==> config.mk <==
export PLATFORM = sky130hd
export DESIGN_NAME = i2cm_core
export DESIGN_NICKNAME = d
export VERILOG_FILES = /design/src/rtl/i2cm_pkg.sv /design/src/rtl/i2cm_sync.sv /design/src/rtl/i2cm_engine.sv /design/src/rtl/i2cm_core.sv
export SDC_FILE = /design/constraint.sdc
export NUM_CORES = 1
export LEC_CHECK = 0
export ABC_AREA = 1
export BUFFER_PORTS_ARGS = -buffer_cell sky130_fd_sc_hd__buf_2
export CAP_MARGIN = 20
export CORE_MARGIN = 3
export CORE_UTILIZATION = 40
export CTS_CLUSTER_DIAMETER = 50
export DETAILED_ROUTE_END_ITERATION = 6
export GPL_ROUTABILITY_DRIVEN = 0
export PLACE_DENSITY_LB_ADDON = 0.15
export SYNTH_ARGS = -nofsm -noshare
export SYNTH_HDL_FRONTEND = slang
export SYNTH_SLANG_ARGS = --single-unit
==> constraint.sdc <==
create_clock -name clk -period 5.3 [get_ports clk]
set_clock_uncertainty 0.15 [all_clocks]
set_input_delay 0.795 -clock clk [delete_from_list [all_inputs] [get_ports clk]]
set_output_delay 0.795 -clock clk [all_outputs]
set_load 0.1 [all_outputs]
==> src/rtl/i2cm_pkg.sv <==
package i2cm_pkg;

    // register window
    localparam logic [2:0] RA_SET  = 3'd0;
    localparam logic [2:0] RA_STAT = 3'd1;
    localparam logic [2:0] RA_DATA = 3'd2;
    localparam logic [2:0] RA_THI  = 3'd3;
    localparam logic [2:0] RA_TLO  = 3'd4;
    localparam logic [2:0] RA_CLR  = 3'd6;

    // control bit positions
    localparam int B_EN  = 6;
    localparam int B_STA = 5;
    localparam int B_STO = 4;
    localparam int B_SI  = 3;
    localparam int B_AA  = 2;

    // status codes
    localparam logic [7:0] ST_START  = 8'h08;
    localparam logic [7:0] ST_RSTART = 8'h10;
    localparam logic [7:0] ST_AW_ACK = 8'h18;
    localparam logic [7:0] ST_AW_NAK = 8'h20;
    localparam logic [7:0] ST_DW_ACK = 8'h28;
    localparam logic [7:0] ST_DW_NAK = 8'h30;
    localparam logic [7:0] ST_ARB    = 8'h38;
    localparam logic [7:0] ST_AR_ACK = 8'h40;
    localparam logic [7:0] ST_AR_NAK = 8'h48;
    localparam logic [7:0] ST_DR_ACK = 8'h50;
    localparam logic [7:0] ST_DR_NAK = 8'h58;
    localparam logic [7:0] ST_NONE   = 8'hF8;

    typedef enum logic [3:0] {
        S_IDLE, S_START, S_HOLD, S_BLO, S_BHI,
        S_RLO, S_RHI, S_PLO, S_PHI, S_PEND
    } eng_st_e;

    typedef struct packed {
        logic en;
        logic sta;
        logic sto;
        logic si;
        logic aa;
    } ctl_t;

    function automatic logic [7:0] ctl_pack(ctl_t c);
        return {1'b0, c.en, c.sta, c.sto, c.si, c.aa, 2'b00};
    endfunction

    // status code after the acknowledge slot of a byte
    function automatic logic [7:0] byte_code(logic is_addr, logic rd, logic ack);
        case ({is_addr, rd})
            2'b10:   return ack ? ST_AW_ACK : ST_AW_NAK;
            2'b11:   return ack ? ST_AR_ACK : ST_AR_NAK;
            2'b00:   return ack ? ST_DW_ACK : ST_DW_NAK;
            default: return ack ? ST_DR_ACK : ST_DR_NAK;
        endcase
    endfunction

endpackage

==> src/rtl/i2cm_sync.sv <==
module i2cm_sync #(
    parameter int STAGES = 2
) (
    input  logic clk,
    input  logic rst,
    input  logic scl_raw,
    input  logic sda_raw,
    output logic sda_s,
    output logic busy
);
    localparam int NL = 2;  // line 0 = SCL, line 1 = SDA

    logic [NL-1:0] raw;
    logic [NL-1:0] synced;
    logic [NL-1:0] prev;

    assign raw = {sda_raw, scl_raw};

    for (genvar g = 0; g < NL; g++) begin : g_line
        logic [STAGES-1:0] pipe;
        always_ff @(posedge clk) begin
            if (rst) pipe <= '1;
            else     pipe <= {pipe[STAGES-2:0], raw[g]};
        end
        assign synced[g] = pipe[STAGES-1];
    end

    logic start_seen, stop_seen;
    assign start_seen = prev[1] && !synced[1] && synced[0] && prev[0];
    assign stop_seen  = !prev[1] && synced[1] && synced[0];

    always_ff @(posedge clk) begin
        if (rst) begin
            prev <= '1;
            busy <= 1'b0;
        end else begin
            prev <= synced;
            if (start_seen)     busy <= 1'b1;
            else if (stop_seen) busy <= 1'b0;
        end
    end

    assign sda_s = synced[1];
endmodule

==> src/rtl/i2cm_engine.sv <==
module i2cm_engine import i2cm_pkg::*; #(
    parameter int PW = 16
) (
    input  logic          clk,
    input  logic          rst,
    input  logic          en,
    input  logic          si,
    input  logic          sta,
    input  logic          sto,
    input  logic          aa,
    input  logic          bus_busy,
    input  logic [7:0]    tx_byte,
    input  logic [PW-1:0] hi_per,
    input  logic [PW-1:0] lo_per,
    input  logic          sda_in,
    output logic          scl_oe,
    output logic          sda_oe,
    output logic          evt,
    output logic [7:0]    evt_code,
    output logic [7:0]    rx_byte,
    output logic          rx_load,
    output logic          sta_ack,
    output logic          sto_ack
);
    localparam logic [PW-1:0] ONE = PW'(1);
    localparam logic [3:0]    ACK_IDX = 4'd8;

    eng_st_e       st;
    logic [PW-1:0] cnt;
    logic [3:0]    idx;
    logic [7:0]    sh;
    logic          rd_mode, addr_ph, rep, sda_q;

    logic cnt_done, tx_dir, slot_drv, arb_lost, ack_slot;
    assign cnt_done = (cnt == '0);
    assign tx_dir   = addr_ph || !rd_mode;
    assign ack_slot = (idx == ACK_IDX);
    assign slot_drv = ack_slot ? (!tx_dir && aa) : (tx_dir && !sh[7]);
    assign arb_lost = tx_dir && !ack_slot && sh[7] && !sda_in;

    always_comb begin
        scl_oe = 1'b0;
        case (st)
            S_HOLD, S_BLO, S_RLO, S_PLO: scl_oe = 1'b1;
            default:                     scl_oe = 1'b0;
        endcase
    end
    assign sda_oe = sda_q;

    always_comb begin
        evt      = 1'b0;
        evt_code = ST_NONE;
        if (st == S_START && cnt_done) begin
            evt      = 1'b1;
            evt_code = rep ? ST_RSTART : ST_START;
        end else if (st == S_BHI && cnt_done) begin
            if (arb_lost) begin
                evt      = 1'b1;
                evt_code = ST_ARB;
            end else if (ack_slot) begin
                evt      = 1'b1;
                evt_code = byte_code(addr_ph, rd_mode, !sda_in);
            end
        end
    end

    assign sta_ack = (st == S_START) && cnt_done;
    assign sto_ack = (st == S_PEND) && cnt_done;
    assign rx_load = (st == S_BHI) && cnt_done && ack_slot && !tx_dir;
    assign rx_byte = sh;

    always_ff @(posedge clk) begin
        if (rst) begin
            st      <= S_IDLE;
            cnt     <= '0;
            idx     <= '0;
            sh      <= '0;
            rd_mode <= 1'b0;
            addr_ph <= 1'b0;
            rep     <= 1'b0;
            sda_q   <= 1'b0;
        end else begin
            case (st)
                S_IDLE: begin
                    sda_q <= 1'b0;
                    if (en && sta && !si && !bus_busy) begin
                        st  <= S_START;
                        cnt <= hi_per - ONE;
                        rep <= 1'b0;
                    end
                end
                S_START: begin
                    sda_q <= 1'b1;
                    if (cnt_done) begin
                        st      <= S_HOLD;
                        addr_ph <= 1'b1;
                    end else cnt <= cnt - ONE;
                end
                S_HOLD: begin
                    if (!en) st <= S_IDLE;
                    else if (!si) begin
                        cnt <= lo_per - ONE;
                        if (sto)      st <= S_PLO;
                        else if (sta) st <= S_RLO;
                        else begin
                            st  <= S_BLO;
                            idx <= '0;
                            sh  <= tx_byte;
                            if (addr_ph) rd_mode <= tx_byte[0];
                        end
                    end
                end
                S_BLO: begin
                    sda_q <= slot_drv;
                    if (cnt_done) begin
                        st  <= S_BHI;
                        cnt <= hi_per - ONE;
                    end else cnt <= cnt - ONE;
                end
                S_BHI: begin
                    if (cnt_done) begin
                        if (arb_lost) st <= S_IDLE;
                        else if (ack_slot) begin
                            st      <= S_HOLD;
                            addr_ph <= 1'b0;
                        end else begin
                            sh  <= tx_dir ? {sh[6:0], 1'b0} : {sh[6:0], sda_in};
                            idx <= idx + 4'd1;
                            st  <= S_BLO;
                            cnt <= lo_per - ONE;
                        end
                    end else cnt <= cnt - ONE;
                end
                S_RLO, S_RHI: begin
                    sda_q <= 1'b0;
                    if (cnt_done) begin
                        st  <= (st == S_RLO) ? S_RHI : S_START;
                        cnt <= hi_per - ONE;
                        rep <= (st == S_RHI);
                    end else cnt <= cnt - ONE;
                end
                S_PLO, S_PHI: begin
                    sda_q <= 1'b1;
                    if (cnt_done) begin
                        st  <= (st == S_PLO) ? S_PHI : S_PEND;
                        cnt <= hi_per - ONE;
                    end else cnt <= cnt - ONE;
                end
                S_PEND: begin
                    sda_q <= 1'b0;
                    if (cnt_done) st <= S_IDLE;
                    else          cnt <= cnt - ONE;
                end
                default: st <= S_IDLE;
            endcase
        end
    end
endmodule

==> src/rtl/i2cm_core.sv <==
module i2cm_core import i2cm_pkg::*; #(
    parameter int BUS_W  = 16,
    parameter int DEF_HI = 8,
    parameter int DEF_LO = 8,
    parameter int SYNC_N = 2
) (
    input  logic             clk,
    input  logic             rst,
    input  logic [2:0]       reg_addr,
    input  logic             reg_wr,
    input  logic [BUS_W-1:0] reg_wdata,
    output logic [BUS_W-1:0] reg_rdata,
    output logic             irq,
    input  logic             scl_in,
    input  logic             sda_in,
    output logic             scl_oe,
    output logic             sda_oe
);
    localparam int PW = BUS_W;

    ctl_t          ctl;
    logic [7:0]    data_q, code_q;
    logic [PW-1:0] thi, tlo;

    logic       sda_s, bus_busy;
    logic       evt, rx_load, sta_ack, sto_ack;
    logic [7:0] evt_code, rx_byte;

    i2cm_sync #(.STAGES(SYNC_N)) u_sync (
        .clk(clk), .rst(rst), .scl_raw(scl_in), .sda_raw(sda_in),
        .sda_s(sda_s), .busy(bus_busy)
    );

    i2cm_engine #(.PW(PW)) u_eng (
        .clk(clk), .rst(rst), .en(ctl.en), .si(ctl.si), .sta(ctl.sta),
        .sto(ctl.sto), .aa(ctl.aa), .bus_busy(bus_busy), .tx_byte(data_q),
        .hi_per(thi), .lo_per(tlo), .sda_in(sda_s),
        .scl_oe(scl_oe), .sda_oe(sda_oe), .evt(evt), .evt_code(evt_code),
        .rx_byte(rx_byte), .rx_load(rx_load), .sta_ack(sta_ack), .sto_ack(sto_ack)
    );

    always_ff @(posedge clk) begin
        if (rst) begin
            ctl    <= '0;
            data_q <= '0;
            code_q <= ST_NONE;
            thi    <= PW'(DEF_HI);
            tlo    <= PW'(DEF_LO);
        end else begin
            if (reg_wr) begin
                case (reg_addr)
                    RA_SET: begin
                        ctl.en  <= ctl.en  | reg_wdata[B_EN];
                        ctl.sta <= ctl.sta | reg_wdata[B_STA];
                        ctl.sto <= ctl.sto | reg_wdata[B_STO];
                        ctl.aa  <= ctl.aa  | reg_wdata[B_AA];
                    end
                    RA_CLR: begin
                        ctl.en  <= ctl.en  & ~reg_wdata[B_EN];
                        ctl.sta <= ctl.sta & ~reg_wdata[B_STA];
                        ctl.sto <= ctl.sto & ~reg_wdata[B_STO];
                        ctl.si  <= ctl.si  & ~reg_wdata[B_SI];
                        ctl.aa  <= ctl.aa  & ~reg_wdata[B_AA];
                    end
                    RA_DATA: data_q <= reg_wdata[7:0];
                    RA_THI:  thi    <= reg_wdata;
                    RA_TLO:  tlo    <= reg_wdata;
                    default: ;
                endcase
            end
            if (sta_ack) ctl.sta <= 1'b0;
            if (sto_ack) ctl.sto <= 1'b0;
            if (evt) begin
                ctl.si <= 1'b1;
                code_q <= evt_code;
            end
            if (rx_load) data_q <= rx_byte;
        end
    end

    always_comb begin
        case (reg_addr)
            RA_SET, RA_CLR: reg_rdata = BUS_W'(ctl_pack(ctl));
            RA_STAT:        reg_rdata = BUS_W'(ctl.si ? code_q : ST_NONE);
            RA_DATA:        reg_rdata = BUS_W'(data_q);
            RA_THI:         reg_rdata = thi;
            RA_TLO:         reg_rdata = tlo;
            default:        reg_rdata = '0;
        endcase
    end

    assign irq = ctl.si;
endmodule

==> summary.txt <==
Outcome
  – Status: complete, no violations

Global route
  – Leftover overflow at the end of global routing: 0
  – Maximum number of pins on one net before global-route repair: 63
  – Total global routing track utilization: 0.215
  – Initial antenna violation count: 0
  – Global-route wire length before repair: 27.8 mm
  – Number of global-route vias before repair: 5404

Floorplan
  – Horiz. Die Dim: 127 um
  – Initial core utilization: 0.416
  – Io pins: 43
  – Die Y: 127 um
  – Placement Rows: 43
  – Area of the die: 16200 um2
  – Placeable core area: 14100 um2

Layout
  – Net count of the finished layout: 988
  – Share of final-layout standard cells stronger than drive strength 1: 0.115
  – Finished Cell Area: 6530 um2
  – Count of fill cells added during filler insertion: 1560
  – Area growth, synth to finish: 11.1%
  – Final core utilization: 0.462
  – Diodes inserted: 0
  – Final non-filler cell total: 1144

Route
  – Number of iterations in the first detailed-routing pass: 5
  – Detail-routed via count per cell: 5.18
  – Average wire per cell in the routed design: 15.0 um
  – Initial DRC count: 498
  – Routed Wire Length: 17.2 mm
  – Detailed-route DRC error count: 0
  – Total vias in the final route: 5924
  – Post-route ant nets: 0

Clocking
  – Root buf cell: sky130_fd_sc_hd__clkbuf_16
  – Clock tree from TritonCTS: done
  – Post-CTS setup repair buffer count: 0
  – Total CTS buffers: 9
  – Clk sink count: 93
  – Maximum level of the CTS H-tree: 3
  – Clock-pin slew on the worst setup and hold paths: 70 ps
  – Count of hold buffers inserted by post-cts repair: 0
  – CTS-repair resized insts: 0
  – Clock insertion delay at the later pin of the skew report: 350 ps
  – Maximum buffer depth of the clock tree: 2

Placement
  – Placement-stage cell area: 6180 um2
  – Total placed cells including tap cells: 1128
  – Number of buffers added on ports: 42
  – Worst slack after detailed placement: 1810 ps
  – Final HPWL DP: 13.0 mm

Logic synthesis
  – Synth cell count leaders: sky130_fd_sc_hd__nand2_1, sky130_fd_sc_hd__nor2_1, sky130_fd_sc_hd__inv_1
  – Synthesized area per cell: 6.33 um2
  – Post-synth EDFFs: 0
  – Primary flip-flop cell chosen by synthesis mapping: sky130_fd_sc_hd__dfxtp_1
  – Sequential fraction of the synthesis area: 0.316
  – Yosys cell types: 41
  – Dominant cell by count in the synthesized netlist: sky130_fd_sc_hd__nand2_1
  – Net count after synthesis: 959
  – Cell area after synthesis: 5880 um2
  – Most area-consuming cells after synthesis: sky130_fd_sc_hd__dfxtp_1, sky130_fd_sc_hd__nand2_1, sky130_fd_sc_hd__nor2_1, sky130_fd_sc_hd__inv_1, sky130_fd_sc_hd__o21ai_0
  – Post-synthesis register bit count: 93
  – YS warnings: 0
  – Cell type with the highest aggregate area in the netlist: sky130_fd_sc_hd__dfxtp_1
  – Area fraction of the dominant cell type after synthesis: 0.316
  – Instance count of the mapped netlist: 930
  – Share of synthesized flip-flops with an asynchronous set or reset: 0

Timing
  – Setup repair after global routing missed its margin: false
  – Final period util: 0.671
  – Worst-case headroom to the max-slew limit: 0.411
  – Final setup viols: 0
  – Transition at the pin with the smallest max-transition slack: 883 ps
  – Number of pins exceeding their max-slew limit in the final report: 0
  – Final count of hold timing violations: 0
  – Crit path setup slack, layout: 1740 ps
  – FMAX: 281 MHz
  – Post-Route Setup TNS: 0 ps
  – Hold Worst Slack: 258 ps
  – Final critical delay including setup and external delays: 3560 ps

Hold path
  – Hold_sp: u_sync.g_line[0].pipe[0]
  – Worst hold path stage count: 1
  – Hold/Removal Path Class: reg2reg
  – Endpoint, Worst Hold: u_sync.g_line[0].pipe[1]

Setup path
  – Origin of the critical flop-to-flop path: u_eng.st[2]
  – Reg-to-reg slack, setup: 2810 ps
  – Data arrival time of the worst path: 2610 ps
  – Critical Path End Type: output pin
  – Worst Setup Start Kind: primary input
  – Setup Crit Path Kind: in2out
  – Reg2reg path depth: 10
  – Reg2Reg Capture Point: u_eng.idx[2]
  – Largest fanout of any net on the critical path: 13
  – Worst path required time: 4360 ps

Pwr
  – Power per cell area: 464 nW/um2
  – Total power of the final layout: 3.03 mW
  – Leakage: 3.08 nW
  – Worst-case vdd ir drop: 225 uV

Run
  – Maxcap violations: 0
## power breakdown
group	leakage [nW]	internal [mW]	switching, mW	total [mW]
Combinational	2.15	0.410	0.960	1.37
Sequential	0.759	0.794	0.0875	0.882
Clock	0.173	0.469	0.310	0.779
Total	3.08	1.67	1.36	3.03
## per-layer routing
| layer | vias up | wire [um] | track usage |
|---|---|---|---|
| met3 | 18 | 746 | 0.0309 |
| met5 | - | 0 | 0 |
| li1 | 3052 | - | - |
| met1 | 2713 | 8440 | 0.299 |
| met2 | 141 | 7750 | 0.348 |
| met4 | 0 | 243 | 0.0574 |
## state kept, by name (all words and copies together), names as in the netlist, 5 cells and up, named ones only
signal / cells
data_q: 8
code_q: 5
tlo: 16
thi: 16
u_eng.cnt: 16
u_eng.rx_byte: 8
## worst max-delay path, stage by stage
cell and delay, ps:
sky130_fd_sc_hd__buf_2 120, sky130_fd_sc_hd__nor2_1 90, sky130_fd_sc_hd__inv_1 50, sky130_fd_sc_hd__nor2_1 300, sky130_fd_sc_hd__inv_1 350, sky130_fd_sc_hd__o22ai_1 250
sky130_fd_sc_hd__a21oi_1 80, sky130_fd_sc_hd__o211ai_1 100, sky130_fd_sc_hd__buf_2 460
## cell type report
class / count / area (um2) / area share
clock buffers: 9 / 225 / 0.0345
clock inverters: 7 / 128 / 0.0195
inverters: 119 / 452 / 0.0691
multi-input cells: 692 / 3420 / 0.523
flip-flops and latches: 93 / 1860 / 0.285
well taps: 180 / 225 / 0.0345
repair buffers: 44 / 225 / 0.0345
## worst max-delay path by stage
stage           startpoint  cells after the start      endpoint
3_3_place_gp   reg_addr[2]                      9  reg_rdata[6]
6_report       reg_addr[2]                      9  reg_rdata[4]
3_5_place_dp   reg_addr[2]                      9  reg_rdata[4]
5_1_grt        reg_addr[0]                     10  reg_rdata[4]
2_1_floorplan          irq                      2  reg_rdata[3]
4_1_cts        reg_addr[2]                      9  reg_rdata[4]
## cell usage in the layout, fill, tap and decap left out, types with 3 or more instances in the layout
cell                        instances
sky130_fd_sc_hd__nand2_1          189
sky130_fd_sc_hd__nor2_1           170
sky130_fd_sc_hd__inv_1            112
sky130_fd_sc_hd__dfxtp_1           93
sky130_fd_sc_hd__o21ai_0           84
sky130_fd_sc_hd__nand3_1           63
sky130_fd_sc_hd__a21oi_1           54
sky130_fd_sc_hd__buf_2             42
sky130_fd_sc_hd__xor2_1            31
sky130_fd_sc_hd__nand2_2           15
sky130_fd_sc_hd__o22ai_1           14
sky130_fd_sc_hd__nand4_1           11
sky130_fd_sc_hd__nor2_2             9
sky130_fd_sc_hd__clkbuf_16          9
sky130_fd_sc_hd__nand3_2            6
sky130_fd_sc_hd__nor2_4             5
sky130_fd_sc_hd__nor3_1             5
sky130_fd_sc_hd__ha_1               5
sky130_fd_sc_hd__o211ai_1           4
sky130_fd_sc_hd__inv_2              4
sky130_fd_sc_hd__o31ai_1            4
sky130_fd_sc_hd__or2_2              4
sky130_fd_sc_hd__o21ai_1            4
sky130_fd_sc_hd__bufinv_16          3
## logic make-up (layout without fill, tap and decap cells)
family | Yosys count | after routing | share of synthesized area
flip-flops | 93 | 93 | 0.316
XOR/XNOR | 32 | 32 | 0.0476
adder cells (fa/ha/maj) | 5 | 5 | 0.0106
AO/OA/AOI/OAI | 174 | 174 | 0.161
buffers and inverters | 145 | 179 | 0.103
AND/OR/NAND/NOR | 481 | 481 | 0.362
(Power assumes the default switching activity.)
